$ cat src/rtl/strap_pkg.sv
package strap_pkg;
    typedef enum logic {
        ST_SAMPLE = 1'b0,
        ST_RUN    = 1'b1
    } fsm_t;

    localparam int FS_W  = 5;
    localparam int IDX_W = 6;
    localparam logic [FS_W-1:0] FS_DEFAULT   = 5'b11001;
    localparam logic            MODE_DEFAULT = 1'b1;
    localparam logic            SEL_DEFAULT  = 1'b1;
endpackage

$ cat src/rtl/strap_capture.sv
module strap_capture
    import strap_pkg::*;
(
    input  logic            clk,
    input  logic            rst_n,
    input  logic            capture,
    input  logic [FS_W-1:0] pin_fs,
    input  logic            pin_mode,
    input  logic            pin_sel,
    output logic [FS_W-1:0] fs_q,
    output logic            mode_q,
    output logic            sel_q
);
    always_ff @(posedge clk or negedge rst_n) begin
        if (!rst_n) begin
            fs_q   <= FS_DEFAULT;
            mode_q <= MODE_DEFAULT;
            sel_q  <= SEL_DEFAULT;
        end else if (capture) begin
            fs_q   <= pin_fs;
            mode_q <= pin_mode;
            sel_q  <= pin_sel;
        end
    end
endmodule

$ cat src/rtl/fsel_mux.sv
module fsel_mux
    import strap_pkg::*;
(
    input  logic             clk,
    input  logic             rst_n,
    input  logic             load,
    input  logic             run,
    input  logic [FS_W-1:0]  load_fs,
    input  logic [FS_W-1:0]  hw_fs,
    input  logic             sw_override,
    input  logic [IDX_W-1:0] sw_index,
    output logic [IDX_W-1:0] idx_q,
    output logic             chg_q
);
    localparam int PAD_W = IDX_W - FS_W;

    logic [FS_W-1:0]  hw_pick;
    logic [IDX_W-1:0] idx_next;

    always_comb begin
        hw_pick  = load ? load_fs : hw_fs;
        idx_next = sw_override ? sw_index : {{PAD_W{1'b0}}, hw_pick};
    end

    always_ff @(posedge clk or negedge rst_n) begin
        if (!rst_n) begin
            idx_q <= {{PAD_W{1'b0}}, FS_DEFAULT};
            chg_q <= 1'b0;
        end else if (load) begin
            idx_q <= idx_next;
            chg_q <= 1'b0;
        end else if (run) begin
            idx_q <= idx_next;
            chg_q <= (idx_next != idx_q);
        end else begin
            chg_q <= 1'b0;
        end
    end
endmodule

$ cat src/rtl/out_gate.sv
module out_gate #(
    parameter int N_OUT = 8
) (
    input  logic             running,
    input  logic             tri_all,
    input  logic [N_OUT-1:0] enable,
    output logic [N_OUT-1:0] run_o,
    output logic [N_OUT-1:0] hiz_o
);
    for (genvar i = 0; i < N_OUT; i++) begin : g_out
        always_comb begin
            run_o[i] = running && !tri_all && enable[i];
            hiz_o[i] = running && tri_all;
        end
    end
endmodule

$ cat src/rtl/strap_fsel.sv
module strap_fsel
    import strap_pkg::*;
#(
    parameter int N_OUT = 8
) (
    input  logic             clk,
    input  logic             rst_n,
    input  logic [FS_W-1:0]  pin_fs,
    input  logic             pin_mode,
    input  logic             pin_sel,
    input  logic             sw_override,
    input  logic [IDX_W-1:0] sw_index,
    input  logic             tristate_all,
    input  logic [N_OUT-1:0] out_enable,
    output logic             strap_sample,
    output logic [FS_W-1:0]  fs_latched,
    output logic             mode_latched,
    output logic             sel_24m,
    output logic [IDX_W-1:0] freq_index,
    output logic             index_changed,
    output logic [N_OUT-1:0] clk_run,
    output logic [N_OUT-1:0] clk_hiz
);
    fsm_t state_q, state_d;
    logic capture, running;

    always_ff @(posedge clk or negedge rst_n) begin
        if (!rst_n) state_q <= ST_SAMPLE;
        else        state_q <= state_d;
    end

    always_comb begin
        state_d = state_q;
        capture = 1'b0;
        running = 1'b0;
        unique case (state_q)
            ST_SAMPLE: begin
                capture = 1'b1;
                state_d = ST_RUN;
            end
            ST_RUN: begin
                running = 1'b1;
            end
        endcase
        strap_sample = capture;
    end

    strap_capture u_cap (
        .clk      (clk),
        .rst_n    (rst_n),
        .capture  (capture),
        .pin_fs   (pin_fs),
        .pin_mode (pin_mode),
        .pin_sel  (pin_sel),
        .fs_q     (fs_latched),
        .mode_q   (mode_latched),
        .sel_q    (sel_24m)
    );

    fsel_mux u_mux (
        .clk         (clk),
        .rst_n       (rst_n),
        .load        (capture),
        .run         (running),
        .load_fs     (pin_fs),
        .hw_fs       (fs_latched),
        .sw_override (sw_override),
        .sw_index    (sw_index),
        .idx_q       (freq_index),
        .chg_q       (index_changed)
    );

    out_gate #(.N_OUT(N_OUT)) u_gate (
        .running (running),
        .tri_all (tristate_all),
        .enable  (out_enable),
        .run_o   (clk_run),
        .hiz_o   (clk_hiz)
    );
endmodule

$ cat config.mk
export PLATFORM = sky130hd
export DESIGN_NAME = strap_fsel
export DESIGN_NICKNAME = d
export VERILOG_FILES = /design/src/rtl/strap_pkg.sv /design/src/rtl/strap_capture.sv /design/src/rtl/fsel_mux.sv /design/src/rtl/out_gate.sv /design/src/rtl/strap_fsel.sv
export SDC_FILE = /design/constraint.sdc
export NUM_CORES = 1
export LEC_CHECK = 0
export BUFFER_PORTS_ARGS = -buffer_cell sky130_fd_sc_hd__buf_2
export CORE_MARGIN = 1.5
export CORE_UTILIZATION = 35
export CTS_CLUSTER_SIZE = 16
export DETAILED_ROUTE_END_ITERATION = 7
export HOLD_SLACK_MARGIN = 0.02
export MAX_ROUTING_LAYER = met4
export PLACE_DENSITY = 0.83
export REMOVE_ABC_BUFFERS = 1
export SYNTH_ARGS = -nofsm -noshare
export SYNTH_HDL_FRONTEND = slang
export SYNTH_SLANG_ARGS = --single-unit
$ cat constraint.sdc
create_clock -name clk -period 1.6 [get_ports clk]
set_input_delay 0.08 -clock clk [delete_from_list [all_inputs] [get_ports clk]]
set_output_delay 0.08 -clock clk [all_outputs]
set_load 0.01 [all_outputs]
Yosys cells after proc, flatten, opt, wreduce, memory -nomap -nowiden
Cells that the tools add are included.
Storage, ports and cells
  logic and storage cells: 27
  bits of input ports: 25
  output and inout port bits: 31
  register bits: 15
Operators by class
  muxes and demuxes: 8
  reduce and logical (&&, ||, !) cells: 11
  equal/unequal tests: 2
Operator list (number)
  $mux 6: 3
  $logic_and 1x1->1: 10
  $ne 6x6->1: 1
  $mux 5: 1
  $mux 1: 4
  $ne 2x1->1 const B: 1
  $logic_not 1->1: 1

Depth between registers and ports, before layout
Gate-level depths: netlist of the first run.
  depth after elaboration: 5
  mapped depth: 6
  mapped depth without buffers: 5

By module
A second synthesis of the first run with hierarchy kept.
Unflattened totals
  cells, all modules: 89
  area, all modules: 980.9 um^2
Modules (own cells, without submodules)
  fsel_mux: cells each 55, area an instance 520.5 um^2, times used 1, seq. area each 178.9 um^2
  strap_capture: cells each 15, area an instance 297.8 um^2, times used 1, seq. area each 181.4 um^2
  out_gate: cells each 16, area an instance 130.1 um^2, times used 1, seq. area each 0.0 um^2
  strap_fsel: cells each 3, area an instance 32.5 um^2, times used 1, seq. area each 25.0 um^2

Worst setup path before layout of the first run
No wires, ideal clock.
  kind: reg2reg
  from: register state_q
  to: register u_mux.chg_q
  setup time: 0.088 ns
  path buffers: 1
  setup slack: 0.027 ns
  clock period less this slack: 1.573 ns
  arrival: 1.485 ns
  data required time: 1.512 ns
  stages on the path, launching flop included: 7
  cells stage by stage: dfrtp_1 buf_6 mux2_4 mux2_4 xnor2_1 a21boi_2 a41oi_1
On the way
  longest elaborated chain between the ends: 5
  elaborated cells on any way between the ends: 6
  classes of those cells: eq/ne (1); mux (5)
RTL lines
  from (decl): line strap_fsel.sv:24  | fsm_t state_q, state_d;
  from (signal assigned): line strap_fsel.sv:29  | else state_q <= state_d;
  $mux 5
  net u_mux.hw_pick[4]: line fsel_mux.sv:17  | logic [FS_W-1:0] hw_pick;
  $mux 6: line fsel_mux.sv:22  | idx_next = sw_override ? sw_index : {{PAD_W{1'b0}}, hw_pick};
  net u_mux.idx_next[4]: line fsel_mux.sv:18  | logic [IDX_W-1:0] idx_next;
  $ne 6x6->1: line fsel_mux.sv:34  | chg_q <= (idx_next != idx_q);
  $mux 1: line fsel_mux.sv:32  | end else if (run) begin
  $mux 1: line fsel_mux.sv:29  | end else if (load) begin
  to (signal assigned): line fsel_mux.sv:34
  to (decl): line fsel_mux.sv:13  | output logic chg_q
The timed path passes the listed nets, and every way through them passes these cells.
A chain may end at the register's enable or synchronous reset.

Worst setup path in the final report of the first run
Same ends and word-level chain as after synthesis.

==> flow_summary_export.csv, run 1 <==
group,metric,value,unit
drt,drt_iter0_drc,13,
sta,hold_viol,0,
clocking,clkLatencyLatePin,0.29,ns
synth,ys_seq_area_frac,0.503,
placed_design,placed_area,1030,µm²
clocking,h-tree-depth,1,
drt,drc,0,
synth,syn_inst,62,
die,rows,16,
placed_design,hpwl,1.52,mm
drt,viasPerCell,4.70,
sta,finalMaxSlewViolations,0,
clocking,cts_tree,"done",
critical_path,cp.required,1.76,ns
critical_path,cp.arrival,1.81,ns
synth,syn-cell-area,766,µm²
die,io_pins,56,
sta,period_minus_slack,1.65,ns
clocking,cts_sinks,15,
critical_path,endpoint_kind,"flop",
finish,antenna_cells,0,
synth,synth_warnings,0,
synth,synth_top_cell_by_area,"dfstp_2",
drt,drt-total-wl,2.04,mm
critical_path,start_kind,"flop",
drt,dr.pass1.iters,5,
synth,ys_ff_latch,15,
critical_path,critPathLaunch,"state_q$_DFF_PN0_",
power_and_ir_drop,p_per_area,813,nW/µm²
global_routing,grtUsageTotal,0.173,
finish,syn2layout_area_growth,52.1,%
drt,ant_nets,0,
flow_run,cap_viol_max_count,0,
placed_design,gp_congestion,0.730,
drt,num_vias,686,
finish,layout.area.seq,387,µm²
synth,yosys-top-cells-area,"dfstp_2, dfrtp_1, mux2_2, and2_1, buf_4",
global_routing,antenna_found_initial,0,
run_status,violations,"negative setup slack",
sta,post-route-period-util,1.03,
sta,rsz0062_at_grt,"true",
finish,fillers,173,
global_routing,grt_pass1_wl,2.98,mm
finish,final_cells,146,
die,dieArea,2480,µm²
global_routing,grt_pass1_vias,632,
min_path,worstHoldPathType,"in -> reg",
finish,multi_input_area,360,µm²
global_routing,grt_overflow,0,
die,die_w,49.8,µm
clocking,root_buffer,"clkbuf_4",
finish,drive_gt1_frac,0.756,
critical_path,cp_max_fo,4,
clocking,cts_buffers,3,
power_and_ir_drop,p_leak,0.621,nW
clocking,cts_buffer_depth,2,
die,core-area,2000,µm²
sta,fmax,607,MHz
finish,final_cell_area,1160,µm²
min_path,hold_start,"pin_fs[0]",
sta,clock_skew,0.000926,ns
run_status,status,"finished, violations left",
sta,worst_slack,-0.0463,ns
die,die_h,49.8,µm
clocking,clk_pin_slew_worst_paths,0.08,ns
synth,syn_avg_cell_area,12.4,µm²
sta,finalSetupViolCount,1,
synth,yosysUniqueCellTypes,19,
critical_path,r2r-start,"state_q$_DFF_PN0_",
power_and_ir_drop,vdd_drop_max,0.451,mV
placed_design,post-place-cells,138,
die,initial_utilization,0.382,
placed_design,port_buffers,55,
synth,post-synth-top-area-fraction,0.275,
critical_path,crit_type,"reg -> reg",
global_routing,grt_max_degree,16,
finish,nets,145,
drt,wl_per_cell,13.9,µm
-- sequential cells by signal (all words and copies together), names as in the netlist --
register	count
u_mux.idx_q	6
u_cap.fs_q	5
state_q	1
u_cap.mode_q	1
u_cap.sel_q	1
u_mux.chg_q	1
-- worst paths after layout --
check / to / slack (ns) / cells past startpoint
hold reg to reg: u_cap.fs_q[1]$_DFF_PN0_ / 0.58 / 1
max in group asynchronous: u_mux.idx_q[4]$_DFF_PN1_ / 1.10 / 2
hold / removal: u_cap.fs_q[0]$_DFF_PN1_ / 0.04 / 2
setup / recovery: u_mux.chg_q$_DFF_PN0_ / -0.05 / 5
setup reg to reg: u_mux.chg_q$_DFF_PN0_ / -0.05 / 5
min in group asynchronous: u_mux.idx_q[2]$_DFF_PN0_ / 0.21 / 2
-- critical path, cell delays in order, from the launching register on --
cell	delay, ns
dfrtp_2	0.45
buf_6	0.13
mux2_4	0.29
mux2_4	0.30
xnor2_2	0.21
a41oi_2	0.14
-- synth_stat cells, drive strengths merged --
master / number
a21boi: 1
a41oi: 1
and2: 9
buf: 8
clkbuf: 1
conb: 1
dfrtp: 7
dfstp: 8
inv: 3
mux2: 12
nand2: 1
nor2: 1
o211ai: 1
o21ai: 1
or3: 1
xnor2: 5
xor2: 1
-- layout by cell type (no fill, tap or decap), types with 3 or more instances in the layout --
cell type / synthesis / routed
xnor2_2: 0 / 4
inv_1: 3 / 3
mux2_4: 2 / 7
mux2_2: 10 / 5
buf_6: 1 / 3
and2_1: 9 / 9
dlygate4sd3_1: 0 / 3
buf_2: 0 / 55
dfrtp_1: 7 / 6
dfstp_2: 8 / 8
clkbuf_4: 0 / 3
-- metrics by stage --
stage | hold WS [ns] | setup TNS, ns | util | power, mW | setup slack, ns
2_1_floorplan | -0.216 | 0 | - | 0.574 | 0.00365
3_3_place_gp | -0.0127 | 0 | 0.514 | 0.677 | 0.0258
3_5_place_dp | -0.00600 | -0.0455 | 0.514 | 0.689 | -0.0455
4_1_cts | 0.0235 | -0.0254 | 0.561 | 0.935 | -0.0254
5_1_grt | 0.0386 | -0.0513 | 0.582 | 0.991 | -0.0513
6_report | 0.0367 | -0.0463 | 0.582 | 0.947 | -0.0463
-- layout make-up --
type / instances / area share
Sequential cell: 15 / 0.332
Clock buffer: 4 / 0.0226
Timing Repair Buffer: 62 / 0.298
Inverter: 3 / 0.00967
Tap cell: 27 / 0.0290
Multi-Input combinational cell: 35 / 0.309
-- layer usage --
layer,track usage,up-vias,wire length (µm)
met1,0.160,304,664
met4,0.153,0,121
met5,-,-,0
met2,0.300,62,1030
li1,-,310,-
met3,0.0333,10,219
-- kinds of logic (layout without fill, tap and decap cells) --
group / after synthesis / after routing / share of synthesized area
flops: 15 / 15 / 0.503
mux: 12 / 12 / 0.186
simple gates: 12 / 12 / 0.0915
buf+inv: 12 / 69 / 0.103
xor+xnor: 6 / 6 / 0.0686
compound gates: 4 / 4 / 0.0425
other cells: 1 / 1 / 0.00490
-- report_power, final --
part | total [mW] | switching (mW) | internal [mW]
clock | 0.217 | 0.120 | 0.0971
sequential | 0.455 | 0.0254 | 0.430
combinational | 0.275 | 0.125 | 0.150
total | 0.947 | 0.271 | 0.677
-- timing repair --
item,CTS,global route
endpoints found under the hold margin,16,1
gates resized for setup,7,8
pin swaps,1,5
buffers inserted,1,0
endpoints found under the setup margin,2,9
hold buffers,2,1
(Power assumes the default switching activity.)
==> run 2, diff against run 1 <==
- CORE_MARGIN: 1.5 -> unset
==> flow_summary_export.csv, run 2 (synthesis results as in run 1) <==
group,metric,value,unit
run_status,status,"finished, violations left",
run_status,violations,"negative setup slack",
die,die_w,48.8,µm
clocking,cts_buffers,3,
finish,regMostFlops,"u_mux.idx_q",
clocking,cts_sinks,15,
critical_path,cp.arrival,1.82,ns
die,initial_utilization,0.382,
critical_path,crit_path_frequent_cell,"mux2_2",
critical_path,start_kind,"flop",
drt,drt-total-wl,1.75,mm
power_and_ir_drop,p_per_area,818,nW/µm²
global_routing,grtUsageTotal,0.176,
sta,hold_viol,0,
die,die_h,48.8,µm
power_and_ir_drop,p_leak,0.587,nW
finish,drive_gt1_frac,0.752,
die,core-area,2000,µm²
die,rows,16,
sta,hold_ws,0.0408,ns
critical_path,endpoint_kind,"flop",
drt,drc,0,
sta,fmax,615,MHz
drt,drt_iter0_drc,4,
flow_run,cap_viol_max_count,0,
clocking,root_buffer,"clkbuf_4",
global_routing,grt_pass1_wl,3.07,mm
critical_path,crit_chain,"buf_4 > mux2_2 > mux2_2 > xnor2_2 > a41oi_2",
finish,antenna_cells,0,
sta,clock_skew,0.00137,ns
finish,syn2layout_area_growth,46.9,%
sta,finalMaxSlewViolations,0,
sta,post-route-period-util,1.02,
sta,finalSetupViolCount,1,
global_routing,antenna_found_initial,0,
min_path,worstHoldPathType,"in -> reg",
power_and_ir_drop,p_total,920,µW
clocking,h-tree-depth,1,
global_routing,grt_max_degree,16,
die,io_pins,56,
finish,layout_commonest_cell,"buf_2",
die,dieArea,2380,µm²
clocking,clk_pin_slew_worst_paths,0.09,ns
critical_path,cp_max_fo,5,
clocking,cts_buffer_depth,2,
finish,layout.cells.most_common_list,"buf_2, mux2_2, and2_1",
critical_path,crit_type,"reg -> reg",
critical_path,slowest_stage,"dfrtp_2",
drt,viasPerCell,4.40,
placed_design,hpwl,1.33,mm
placed_design,port_buffers,55,
drt,wl_per_cell,12.1,µm
clocking,cts_tree,"done",
drt,num_vias,633,
finish,top_regs,"u_mux.idx_q (6), u_cap.fs_q (5)",
clocking,clkLatencyLatePin,0.28,ns
placed_design,gp_congestion,0.707,
global_routing,grt_overflow,0,
finish,largest_reg_flops,6,
critical_path,cp.required,1.80,ns
critical_path,critPathMaxStageDelay,0.42,ns
sta,period_minus_slack,1.63,ns
global_routing,grt_pass1_vias,669,
finish,nets,143,
sta,rsz0062_at_grt,"true",
placed_design,post-place-ws,-0.0337,ns
power_and_ir_drop,vdd_drop_max,0.434,mV
sta,worst_slack,-0.0260,ns
drt,dr.pass1.iters,2,
finish,fillers,182,
drt,ant_nets,0,
==> run 2: cell types whose count changed in the layout (fill, tap and decap cells not counted) <==
| cell | delta |
|---|---|
| buf_4 | +1 |
| mux2_2 | +5 |
| mux2_4 | -5 |
| buf_6 | -3 |
| nor2_4 | +1 |
| nor2_2 | -1 |
==> run 2: path summary, 6_finish.rpt <==
kind | from | end | slack [ns] | cells after the start
setup / recovery | state_q$_DFF_PN0_ | u_mux.chg_q$_DFF_PN0_ | -0.03 | 5
hold / removal | pin_fs[0] | u_cap.fs_q[0]$_DFF_PN1_ | 0.04 | 2
setup reg to reg | state_q$_DFF_PN0_ | u_mux.chg_q$_DFF_PN0_ | -0.03 | 5
hold reg to reg | u_cap.fs_q[2]$_DFF_PN0_ | u_cap.fs_q[2]$_DFF_PN0_ | 0.55 | 1
max in group asynchronous | rst_n | u_mux.idx_q[3]$_DFF_PN1_ | 1.06 | 2
min in group asynchronous | rst_n | u_mux.idx_q[2]$_DFF_PN0_ | 0.25 | 2
==> run 2: metal layers <==
metal / routed length (µm) / track usage / vias up
met2: 901 / 0.315 / 43
met4: 30 / 0.0882 / 0
li1: - / - / 304
met1: 670 / 0.183 / 282
met5: 0 / - / -
met3: 144 / 0.0343 / 4
==> run 2: area by class of cell <==
class                      instances  area, µm²  area share
sequential                        15        387       0.344
multi-input combinational         35        347       0.308
clock buffer                       4       26.3      0.0234
tap                               27       33.8      0.0300
inverter                           3       11.3      0.0100
timing repair buffer              60        320       0.285
==> run 2: what timing repair did <==
item,CTS,global route
endpoints found under the setup margin,9,9
buffers inserted,0,0
pin swaps,0,1
hold buffers,2,1
gates resized for setup,4,4
endpoints found under the hold margin,16,1
==> run 2: critical path, delay by kind of cell (launching register included) <==
kind,cells,cell delay (ns)
xor gates and xnor gates,1,0.14
muxes,2,0.62
DFF,1,0.42
AOI/OAI and AO/OA,1,0.21
buffers and inverters,1,0.15
==> run 2: metrics by stage <==
stage               area (µm²)  std cells   util  setup TNS (ns)
floorplan                  698         53      -               0
global placement          1020        137  0.511               0
detailed placement        1020        137  0.511         -0.0337
CTS                       1090        143  0.546         -0.0563
global route              1120        144  0.562         -0.0754
finish                    1120        144  0.562         -0.0260
==> run 2: report_power, final <==
group,internal [mW],switching [mW]
clock network,0.0967,0.116
registers,0.429,0.0247
logic,0.137,0.116
total,0.663,0.257
